`config.mk`:
```
export PLATFORM = sky130hd
export DESIGN_NAME = irq_expander
export DESIGN_NICKNAME = d
export VERILOG_FILES = /design/src/rtl/irqx_pkg.sv /design/src/rtl/irqx_capture.sv /design/src/rtl/irqx_regs.sv /design/src/rtl/irq_expander.sv
export SDC_FILE = /design/constraint.sdc
export NUM_CORES = 1
export LEC_CHECK = 0
export BUFFER_PORTS_ARGS = -buffer_cell sky130_fd_sc_hd__buf_2
export CAP_MARGIN = 20
export CORE_MARGIN = 2
export CORE_UTILIZATION = 30
export DETAILED_ROUTE_END_ITERATION = 7
export HOLD_SLACK_MARGIN = 0.03
export PLACE_DENSITY = 0.51
export SYNTH_ARGS = -nofsm -noshare
export SYNTH_HDL_FRONTEND = slang
export SYNTH_SLANG_ARGS = --single-unit
```
`constraint.sdc`:
```
create_clock -name clk -period 1.3 [get_ports clk]
set_input_delay 0 -clock clk [delete_from_list [all_inputs] [get_ports clk]]
set_output_delay 0 -clock clk [all_outputs]
set_load 0.03 [all_outputs]
```
`src/rtl/irqx_pkg.sv`:
```
// Package: register offsets and board source assignments for the interrupt
// expander. Assumes an 8-bit byte-offset bus address.
package irqx_pkg;
    localparam int ADDR_W = 8;

    localparam logic [ADDR_W-1:0] OFS_PENDING = 8'h16;
    localparam logic [ADDR_W-1:0] OFS_RAW     = 8'h18;
    localparam logic [ADDR_W-1:0] OFS_EN_SET  = 8'h1A;
    localparam logic [ADDR_W-1:0] OFS_EN_CLR  = 8'h1C;

    localparam int LINE_ETH   = 8;
    localparam int LINE_UARTA = 10;
    localparam int LINE_UARTB = 11;
endpackage

```
`src/rtl/irqx_capture.sv`:
```
// Module: per-line two-flop synchroniser and rising-edge detector.
// Assumes the source lines are asynchronous to clk. The synchronised level
// and a one-cycle rise pulse are produced for each line.
module irqx_capture #(
    parameter int N = 16
) (
    input  logic         clk,
    input  logic         rst_n,
    input  logic [N-1:0] src_i,
    output logic [N-1:0] level_o,
    output logic [N-1:0] rise_o
);
    for (genvar g = 0; g < N; g++) begin : g_line
        logic meta_q, sync_q, prev_q;

        // Purpose: move the line into the clk domain and remember the last level.
        always_ff @(posedge clk) begin
            if (!rst_n) begin
                meta_q <= 1'b0;
                sync_q <= 1'b0;
                prev_q <= 1'b0;
            end else begin
                meta_q <= src_i[g];
                sync_q <= meta_q;
                prev_q <= sync_q;
            end
        end

        assign level_o[g] = sync_q;
        assign rise_o[g]  = sync_q & ~prev_q;
    end
endmodule

```
`src/rtl/irqx_regs.sv`:
```
// Module: register file for the expander. It holds the enable vector, with
// separate set and clear addresses, and the pending vector, which is
// write-one-to-clear. It also provides the registered read port. Assumes
// single-cycle strobes and that a new rise beats a clear of the same bit.
module irqx_regs
    import irqx_pkg::*;
#(
    parameter int N = 16
) (
    input  logic              clk,
    input  logic              rst_n,
    input  logic              wr_i,
    input  logic              rd_i,
    input  logic [ADDR_W-1:0] addr_i,
    input  logic [N-1:0]      wdata_i,
    input  logic [N-1:0]      rise_i,
    input  logic [N-1:0]      level_i,
    output logic [N-1:0]      rdata_o,
    output logic [N-1:0]      en_o,
    output logic [N-1:0]      pend_o
);
    logic [N-1:0] en_q, pend_q, rdata_q, rd_mux;
    logic         wr_set, wr_clr, wr_pend;

    assign wr_set  = wr_i && (addr_i == OFS_EN_SET);
    assign wr_clr  = wr_i && (addr_i == OFS_EN_CLR);
    assign wr_pend = wr_i && (addr_i == OFS_PENDING);

    // Purpose: update the enable vector from the set and clear addresses.
    always_ff @(posedge clk) begin
        if (!rst_n)      en_q <= '0;
        else if (wr_set) en_q <= en_q | wdata_i;
        else if (wr_clr) en_q <= en_q & ~wdata_i;
    end

    // Purpose: latch rises and retire bits written with one (a rise wins).
    always_ff @(posedge clk) begin
        if (!rst_n) pend_q <= '0;
        else        pend_q <= (pend_q & ~(wr_pend ? wdata_i : '0)) | rise_i;
    end

    // Purpose: select the word for the addressed register.
    always_comb begin
        unique case (addr_i)
            OFS_PENDING: rd_mux = pend_q;
            OFS_RAW:     rd_mux = level_i;
            OFS_EN_SET:  rd_mux = en_q;
            OFS_EN_CLR:  rd_mux = en_q;
            default:     rd_mux = '0;
        endcase
    end

    // Purpose: load the read data on a read strobe and hold it otherwise.
    always_ff @(posedge clk) begin
        if (!rst_n)    rdata_q <= '0;
        else if (rd_i) rdata_q <= rd_mux;
    end

    assign rdata_o = rdata_q;
    assign en_o    = en_q;
    assign pend_o  = pend_q;

    a_r3_set_takes: assert property (@(posedge clk) disable iff (!rst_n)
        wr_set |=> ((en_q & $past(wdata_i)) == $past(wdata_i)));
    a_r4_clr_takes: assert property (@(posedge clk) disable iff (!rst_n)
        wr_clr |=> ((en_q & $past(wdata_i)) == '0));
    a_r3_en_quiet: assert property (@(posedge clk) disable iff (!rst_n)
        !(wr_set || wr_clr) |=> $stable(en_q));
    a_r5_w1c_clears: assert property (@(posedge clk) disable iff (!rst_n)
        wr_pend |=> ((pend_q & $past(wdata_i) & ~$past(rise_i)) == '0));
    a_r8_rise_wins: assert property (@(posedge clk) disable iff (!rst_n)
        1'b1 |=> ((pend_q & $past(rise_i)) == $past(rise_i)));
    a_r2_no_spurious: assert property (@(posedge clk) disable iff (!rst_n)
        1'b1 |=> ((pend_q & ~$past(pend_q) & ~$past(rise_i)) == '0));
    a_r9_rdata_hold: assert property (@(posedge clk) disable iff (!rst_n)
        !rd_i |=> $stable(rdata_q));
endmodule

```
`src/rtl/irq_expander.sv`:
```
// Module: top of the board interrupt expander. Sixteen source lines are
// captured on rising edges into pending bits, gated by an enable vector, and
// ORed onto one active-high level request. Assumes a simple strobe bus.
module irq_expander
    import irqx_pkg::*;
#(
    parameter int N = 16
) (
    input  logic              clk,
    input  logic              rst_n,
    input  logic [N-1:0]      src_i,
    input  logic [ADDR_W-1:0] bus_addr,
    input  logic              bus_wr,
    input  logic              bus_rd,
    input  logic [N-1:0]      bus_wdata,
    output logic [N-1:0]      bus_rdata,
    output logic              irq_o
);
    logic [N-1:0] level, rise, en, pend;

    irqx_capture #(.N(N)) u_cap (
        .clk(clk), .rst_n(rst_n), .src_i(src_i),
        .level_o(level), .rise_o(rise)
    );

    irqx_regs #(.N(N)) u_regs (
        .clk(clk), .rst_n(rst_n), .wr_i(bus_wr), .rd_i(bus_rd),
        .addr_i(bus_addr), .wdata_i(bus_wdata), .rise_i(rise),
        .level_i(level), .rdata_o(bus_rdata), .en_o(en), .pend_o(pend)
    );

    // Purpose: request while any enabled pending bit remains.
    assign irq_o = |(pend & en);

    a_r7_quiet_no_enable: assert property (@(posedge clk) disable iff (!rst_n)
        (en == '0) |-> !irq_o);
    a_r7_quiet_no_pending: assert property (@(posedge clk) disable iff (!rst_n)
        (pend == '0) |-> !irq_o);
endmodule

```
==> key figures, run 1 <==
Yosys
  • Share of Yosys cell area claimed by the top area cell type: 53.8%
  • Synth cell types: 31
  • Synthesized instance count: 332
  • Syn nets: 376
  • Most frequent cell after synthesis: dfxtp_1
  • Synth area leaders: dfxtp_1 54%, and2_1 8.4%, a22o_1 4.9%
  • Synth cell count leaders: 96 x dfxtp_1, 48 x and2_1, 20 x a22o_1, 17 x nor2b_1
  • Post-Syn Area: 0.00357 mm2
  • EDFF count, synth: 0
  • YS warnings: 0
  • Dominant synthesized flop cell: dfxtp_1
  • Seq/Total Area, Yosys: 53.8%
  • Mean Syn Cell Area: 10.8 um2
  • Post-synth ARST share: 0%
  • Yosys reg bits: 96
  • Cell taking the most area after synthesis: dfxtp_1

Floorplanning
  • Initial core utilization: 31.0%
  • Area of the die: 0.0128 mm2
  • I/O pins: 61
  • Core area: 0.0115 mm2
  • Die X-Extent: 113 um
  • DIE HEIGHT: 113 um
  • Row count: 39

Pwr
  • Peak VDD IR: 575 uV
  • PwrDens: 1340 mW/mm2
  • LEAKAGE: 1.86 nW
  • Total power: 6.31 mW

Drt
  • Number of DRC markers in iteration 0: 149
  • Vias: 2623
  • DRC Markers: 3
  • Per-cell routed wire length: 14.6 um
  • Vias/cell: 4.59
  • DRT antenna net count: 0
  • WL final: 8320 um
  • Pre-Repair DR Iteration Count: 8

Critical path
  • Worst-path fanout max: 3
  • Worst path max stage delay: 330 ps
  • Worst path slowest cell: dfxtp_2
  • WP data arrival: 1470 ps
  • CP Launch Type: register
  • Element type at the critical path end: output pin
  • Required @ worst endpoint: 1300 ps
  • Crit-path cells: a22o_1 -> a221oi_2 -> nand4_1 -> buf_6
  • Setup crit start: u_regs.pend_o[13]
  • Crit Path Class: register to output pin
  • Crit path max-delay family: compound AO/OA/AOI/OAI gates
  • RR Startpoint: u_cap.g_line[11].sync_q
  • Worst Path Buf+Inv: 1

Finish
  • Number of fill cells in the layout: 1147
  • Nets: 468
  • Ant diodes: 0
  • Core Util, Final: 41.0%
  • Final Non-Filler Cells: 572
  • P&R area growth vs syn: 32.1%
  • Fin area: 0.00472 mm2
  • Share of cells above drive strength 1: 25.2%

CTS
  • Clk_lat worst skew: 330 ps
  • CTS max path bufs: 2
  • Clk slew on worst S/H paths: 70 ps
  • Max H-tree Level: 3
  • Root buffer cell: clkbuf_16
  • CTS Buf Count: 9
  • CTS sink count: 96
  • CTS tree: done

Place
  • Placed Area: 0.00402 mm2
  • Routability cong.: 0.812
  • Post-DP HPWL: 5550 um
  • Port bufs: 60
  • Post-Place Cells: 523

STA
  • Final Hold Fails: 0
  • Post-layout min period: 1470 ps
  • Crit share post-route: 113%
  • Max_slew headroom: 35.0%
  • Final Worst Setup Slack: -171 ps
  • Worst Clk Skew: 5.17 ps
  • Final setup fails: 1
  • Max Fclk: 680 MHz
  • Final slew viol count: 0
  • Worst Max-Slew Pin Slew: 972 ps
  • Hold WS: 209 ps
  • Setup repair after global routing missed its margin: yes

GRT
  • Largest net degree at the start of global routing: 65
  • Initial antenna violation count: 0
  • GRT Residual Overflow: 0
  • Number of global-route vias before repair: 2646
  • GRT Resource Usage Total: 13.7%
  • First-pass GRT wire length: 13700 um

Hold path
  • Min-Delay Path Class: input port to register
  • Hold_sp: bus_rd

Job
  • MaxCap Viol Count: 0

Outcome
  • Status: finished, violations left
  • Failing checks: DRC, setup timing
logic make-up after synthesis:
group / Yosys count / share of synthesized area (%)
flops: 96 / 53.8
xor+xnor: 1 / 0.245
compound gates: 121 / 25.7
buf+inv: 37 / 5.57
simple gates: 77 / 14.7
area by class of cell:
cell class	count	area (um2)	share of cell area (%)
Sequential cell	96	1930	40.8
Multi-Input combinational cell	199	1490	31.5
Clock buffer	12	256	5.43
Clock inverter	4	76.3	1.62
Inverter	17	63.8	1.35
Tap cell	143	179	3.79
Timing Repair Buffer	101	732	15.5
final timing paths:
check	endpoint	slack (ps)	cells past startpoint
max	irq_o	-170	4
min	u_regs.rdata_o[4]	210	4
min reg2reg	u_cap.g_line[11].sync_q	440	1
max reg2reg	u_regs.rdata_o[11]	320	3
through the flow:
step,setup slack [ps],TNS (ps)
2_1_floorplan,202,0
3_3_place_gp,-28.2,-405
3_5_place_dp,-61.8,-815
4_1_cts,-202,-202
5_1_grt,-208,-208
6_report,-171,-171
routing by layer:
metal  track usage (%)  up-vias  part of all wire (%)
li1                  -     1359                     -
met1              18.3     1196                    48
met2              21.8       57                    46
met3              2.30       11                   4.1
met4              6.02        0                   1.8
met5                 0        -                     0
cell usage in the layout, fill, tap and decap left out, types with 12 or more instances in the layout:
master / netlist / layout
a21oi_1: 13 / 13
dlygate4sd3_1: 0 / 32
nor2b_1: 17 / 17
a21boi_0: 12 / 12
a22oi_1: 16 / 16
a22o_1: 20 / 19
and2_1: 48 / 48
o21ai_0: 16 / 16
buf_2: 2 / 59
o21a_1: 16 / 16
dfxtp_1: 96 / 93
inv_1: 16 / 16
worst reg2reg max path, stage by stage (launching register included):
cell     delay (ps)
dfxtp_1         330
a22oi_1         210
o21ai_0         130
a22o_1          210
power breakdown:
group | total, mW | switching [mW] | internal [mW] | leakage (nW)
Combinational | 0.358 | 0.157 | 0.200 | 0.919
Clock | 2.88 | 1.08 | 1.79 | 0.159
Sequential | 3.08 | 0.0476 | 3.03 | 0.785
Total | 6.31 | 1.29 | 5.02 | 1.86
repair_timing:
item                                    CTS  global route
hold endpoints to repair                 32             0
gates resized for setup                   7             3
endpoints found under the setup margin    1             1
pin swaps                                 3             3
hold buffers                             32             0
setup buffers                             1             0
Power figures use the tool's default switching activity.
==> run 2: changes to the inputs <==
--- a/config.mk
+++ b/config.mk
@@ -5,6 +5,7 @@
 export SDC_FILE = /design/constraint.sdc
 export NUM_CORES = 1
 export LEC_CHECK = 0
+export ABC_AREA = 1
 export BUFFER_PORTS_ARGS = -buffer_cell sky130_fd_sc_hd__buf_2
 export CAP_MARGIN = 20
 export CORE_MARGIN = 2
@@ -12,6 +13,7 @@
 export DETAILED_ROUTE_END_ITERATION = 7
 export HOLD_SLACK_MARGIN = 0.03
 export PLACE_DENSITY = 0.51
+export SLEW_MARGIN = 15
 export SYNTH_ARGS = -nofsm -noshare
 export SYNTH_HDL_FRONTEND = slang
 export SYNTH_SLANG_ARGS = --single-unit
==> key figures, run 2 <==
Outcome
  • Status: finished, violations left
  • Failing checks: setup timing

CTS
  • Clk_lat worst skew: 340 ps (about the same)
  • Max H-tree Level: 3 (unchanged)
  • CTS tree: done
  • CTS sink count: 96 (unchanged)
  • CTS max path bufs: 2 (unchanged)
  • CTS Buf Count: 9 (unchanged)
  • Root buffer cell: clkbuf_16
  • Clk slew on worst S/H paths: 70 ps (about the same)

STA
  • Crit share post-route: 107% (-5.8 points)
  • Final Worst Setup Slack: -95.7 ps (+75.5 ps)
  • Worst Clk Skew: 6.87 ps (+1.69 ps)
  • Final setup fails: 1 (unchanged)
  • Max_slew headroom: 69.4% (+34 points)
  • Post-layout min period: 1400 ps (-75.5 ps)
  • Final slew viol count: 0 (unchanged)
  • Max Fclk: 717 MHz (+5.4%)
  • Final Hold Fails: 0 (unchanged)
  • Setup repair after global routing missed its margin: yes
  • Worst Max-Slew Pin Slew: 458 ps (-514 ps)

Drt
  • Per-cell routed wire length: 11.2 um (-23%)
  • Pre-Repair DR Iteration Count: 4 (-4)
  • DRT antenna net count: 0 (unchanged)
  • Number of DRC markers in iteration 0: 147 (-1.3%)
  • Vias: 3427 (+31%)
  • Vias/cell: 4.25 (-7.4%)
  • WL final: 9010 um (+8.2%)
  • DRC Markers: 0 (-3)

Floorplanning
  • Core area: 0.0127 mm2 (+10%)
  • DIE HEIGHT: 118 um (+4.3%)
  • Row count: 41 (+5.1%)
  • Initial core utilization: 30.7% (-0.28 points)
  • Die X-Extent: 118 um (+4.3%)
  • Area of the die: 0.0139 mm2 (+8.7%)
  • I/O pins: 61 (unchanged)

Finish
  • Multi-input gate area: 0.00150 mm2 (+1.0%)
  • Ant diodes: 0 (unchanged)
  • Number of fill cells in the layout: 1358 (+18%)
  • P&R area growth vs syn: 31.0%
  • Commonest non-fill, non-tap cell in the layout: nand2_1
  • FF+latch area: 0.00193 mm2 (unchanged)
  • Share of cells above drive strength 1: 16.7% (-8.5 points)
  • Core Util, Final: 40.3% (-0.69 points)
  • Nets: 674 (+44%)
  • Most frequent cells in the layout: 161 x nand2_1, 97 x nand3_1, 93 x dfxtp_1

Yosys
  • Synth cell types: 22 (-29%)
  • Post-Syn Area: 0.00390 mm2 (+9.0%)
  • Cell taking the most area after synthesis: dfxtp_1
  • Dominant synthesized flop cell: dfxtp_1
  • YS warnings: 0 (unchanged)
  • EDFF count, synth: 0 (unchanged)
  • Most frequent cell after synthesis: nand2_1
  • Syn nets: 583 (+55%)
  • Post-synth ARST share: 0% (unchanged)
  • Synth cell count leaders: 162 x nand2_1, 97 x nand3_1, 96 x dfxtp_1, 89 x inv_1, 18 x a21oi_1
  • Mean Syn Cell Area: 7.23 um2 (-33%)
  • Synth area leaders: dfxtp_1 49%, nand2_1 16%, nand3_1 12%
  • Synthesized instance count: 539 (+62%)
  • Seq/Total Area, Yosys: 49.3% (-4.5 points)
  • Share of Yosys cell area claimed by the top area cell type: 49.3% (-4.5 points)
  • Yosys reg bits: 96 (unchanged)

Pwr
  • Sw frac: 21.3% (+0.95 points)
  • LEAKAGE: 2.51 nW (+35%)
  • Peak VDD IR: 663 uV (+15%)
  • Int Power: 5.16 mW (+2.6%)
  • PwrDens: 1280 mW/mm2 (-4.0%)
  • Clock power share: 46.9% (+1.3 points)
  • Net switching power: 1.40 mW (+8.7%)
  • Power share of the combinational group: 6.2% (+0.5 points)
  • Sequential power share: 47.0% (-1.8 points)

Critical path
  • WP data arrival: 1400 ps (-70 ps)
  • Crit Path Class: register to output pin
  • Reg2Reg Setup Slack: 400 ps (+80 ps)
  • Worst path slowest cell: dfxtp_1
  • Worst path max stage delay: 330 ps (about the same)
  • Worst Path Buf+Inv: 1 (unchanged)
  • Element type at the critical path end: output pin
  • CP Launch Type: register
  • Crit-path cells: a22o_1 -> nor3_2 -> nand3_1 -> buf_6
  • Required @ worst endpoint: 1300 ps (about the same)
  • Crit path max-delay family: flip-flops
  • Worst-path fanout max: 3 (unchanged)

GRT
  • Number of global-route vias before repair: 3189 (+21%)
  • Initial antenna violation count: 0 (unchanged)
  • GRT Resource Usage Total: 13.8% (+0.11 points)
  • Largest net degree at the start of global routing: 49 (-25%)
  • GRT Residual Overflow: 0 (unchanged)
  • First-pass GRT wire length: 15400 um (+12%)

Place
  • Port bufs: 60 (unchanged)
  • Routability cong.: 0.785 (-3.3%)
  • Worst slack, placed: 24.3 ps (+86.2 ps)
  • Post-DP HPWL: 6340 um (+14%)

Hold path
  • Min-Delay Path Class: input port to register

Job
  • MaxCap Viol Count: 0 (unchanged)
[run 2: final timing paths]
kind | from | end | depth (start not counted)
max reg2reg | u_regs.pend_o[8] | u_regs.rdata_o[8] | 5
max | u_regs.pend_o[14] | irq_o | 4
min | bus_rd | u_regs.rdata_o[10] | 3
min reg2reg | u_cap.g_line[11].prev_q | u_regs.pend_o[11] | 1
[run 2: through the flow]
| stage | power [mW] | hold WS [ps] | cells | area (um2) | TNS (ps) |
|---|---|---|---|---|---|
| 2_1_floorplan | 3.32 | 97.6 | 539 | 3900 | 0 |
| 3_3_place_gp | 3.47 | 189 | 756 | 4390 | 0 |
| 3_5_place_dp | 3.47 | 186 | 756 | 4390 | 0 |
| 4_1_cts | 6.64 | 35.6 | 807 | 5100 | -122 |
| 5_1_grt | 6.81 | 82.0 | 807 | 5100 | -189 |
| 6_report | 6.56 | 43.2 | 807 | 5100 | -95.7 |
[run 2: area by class of cell]
cell class / instances / area share, %
Clock buffer: 10 / 4.68
Tap cell: 172 / 4.22
Sequential cell: 96 / 37.7
Inverter: 90 / 6.62
Clock inverter: 6 / 2.23
Multi-Input combinational cell: 327 / 29.4
Timing Repair Buffer: 106 / 15.1
[run 2: kinds of logic (layout without fill, tap and decap cells)]
kind of cell | Yosys count | in the layout | share of synthesized area [%]
buffers and inverters | 116 | 212 | 12.3
AOI/OAI and AO/OA | 36 | 36 | 4.82
and+or+nand+nor | 291 | 291 | 33.5
DFF | 96 | 96 | 49.3
[run 2: metal layers]
| metal | global-route usage, % | up-vias | wire (um) |
|---|---|---|---|
| li1 | - | 1846 | - |
| met4 | 7.83 | 0 | 277 |
| met3 | 2.57 | 21 | 499 |
| met2 | 20.7 | 98 | 3800 |
| met1 | 18.5 | 1462 | 4430 |
| met5 | 0 | - | 0 |
[run 2: worst register-to-register path, delay by kind of cell, from the launching register on]
family,cells,cell delay (ps)
flip-flops,1,330
AND/OR/NAND/NOR,3,260
AO/OA/AOI/OAI,1,50
buffers and inverters,1,130
[run 2: power by group through the flow]
stage,sequential [mW],clock (mW),combinational [mW]
after global placement,3.14,0,0.322
after global routing,3.09,3.27,0.456
after floorplan,3.13,0,0.190
final,3.08,3.07,0.403
after CTS,3.08,3.15,0.408
after detailed placement,3.15,0,0.329
[run 2: what timing repair did]
item | CTS | global route
pin swaps | 3 | 0
setup buffers | 2 | 0
gates resized for setup | 6 | 1
endpoints found under the setup margin | 1 | 1
hold endpoints to repair | 50 | 0
hold buffers | 33 | 0
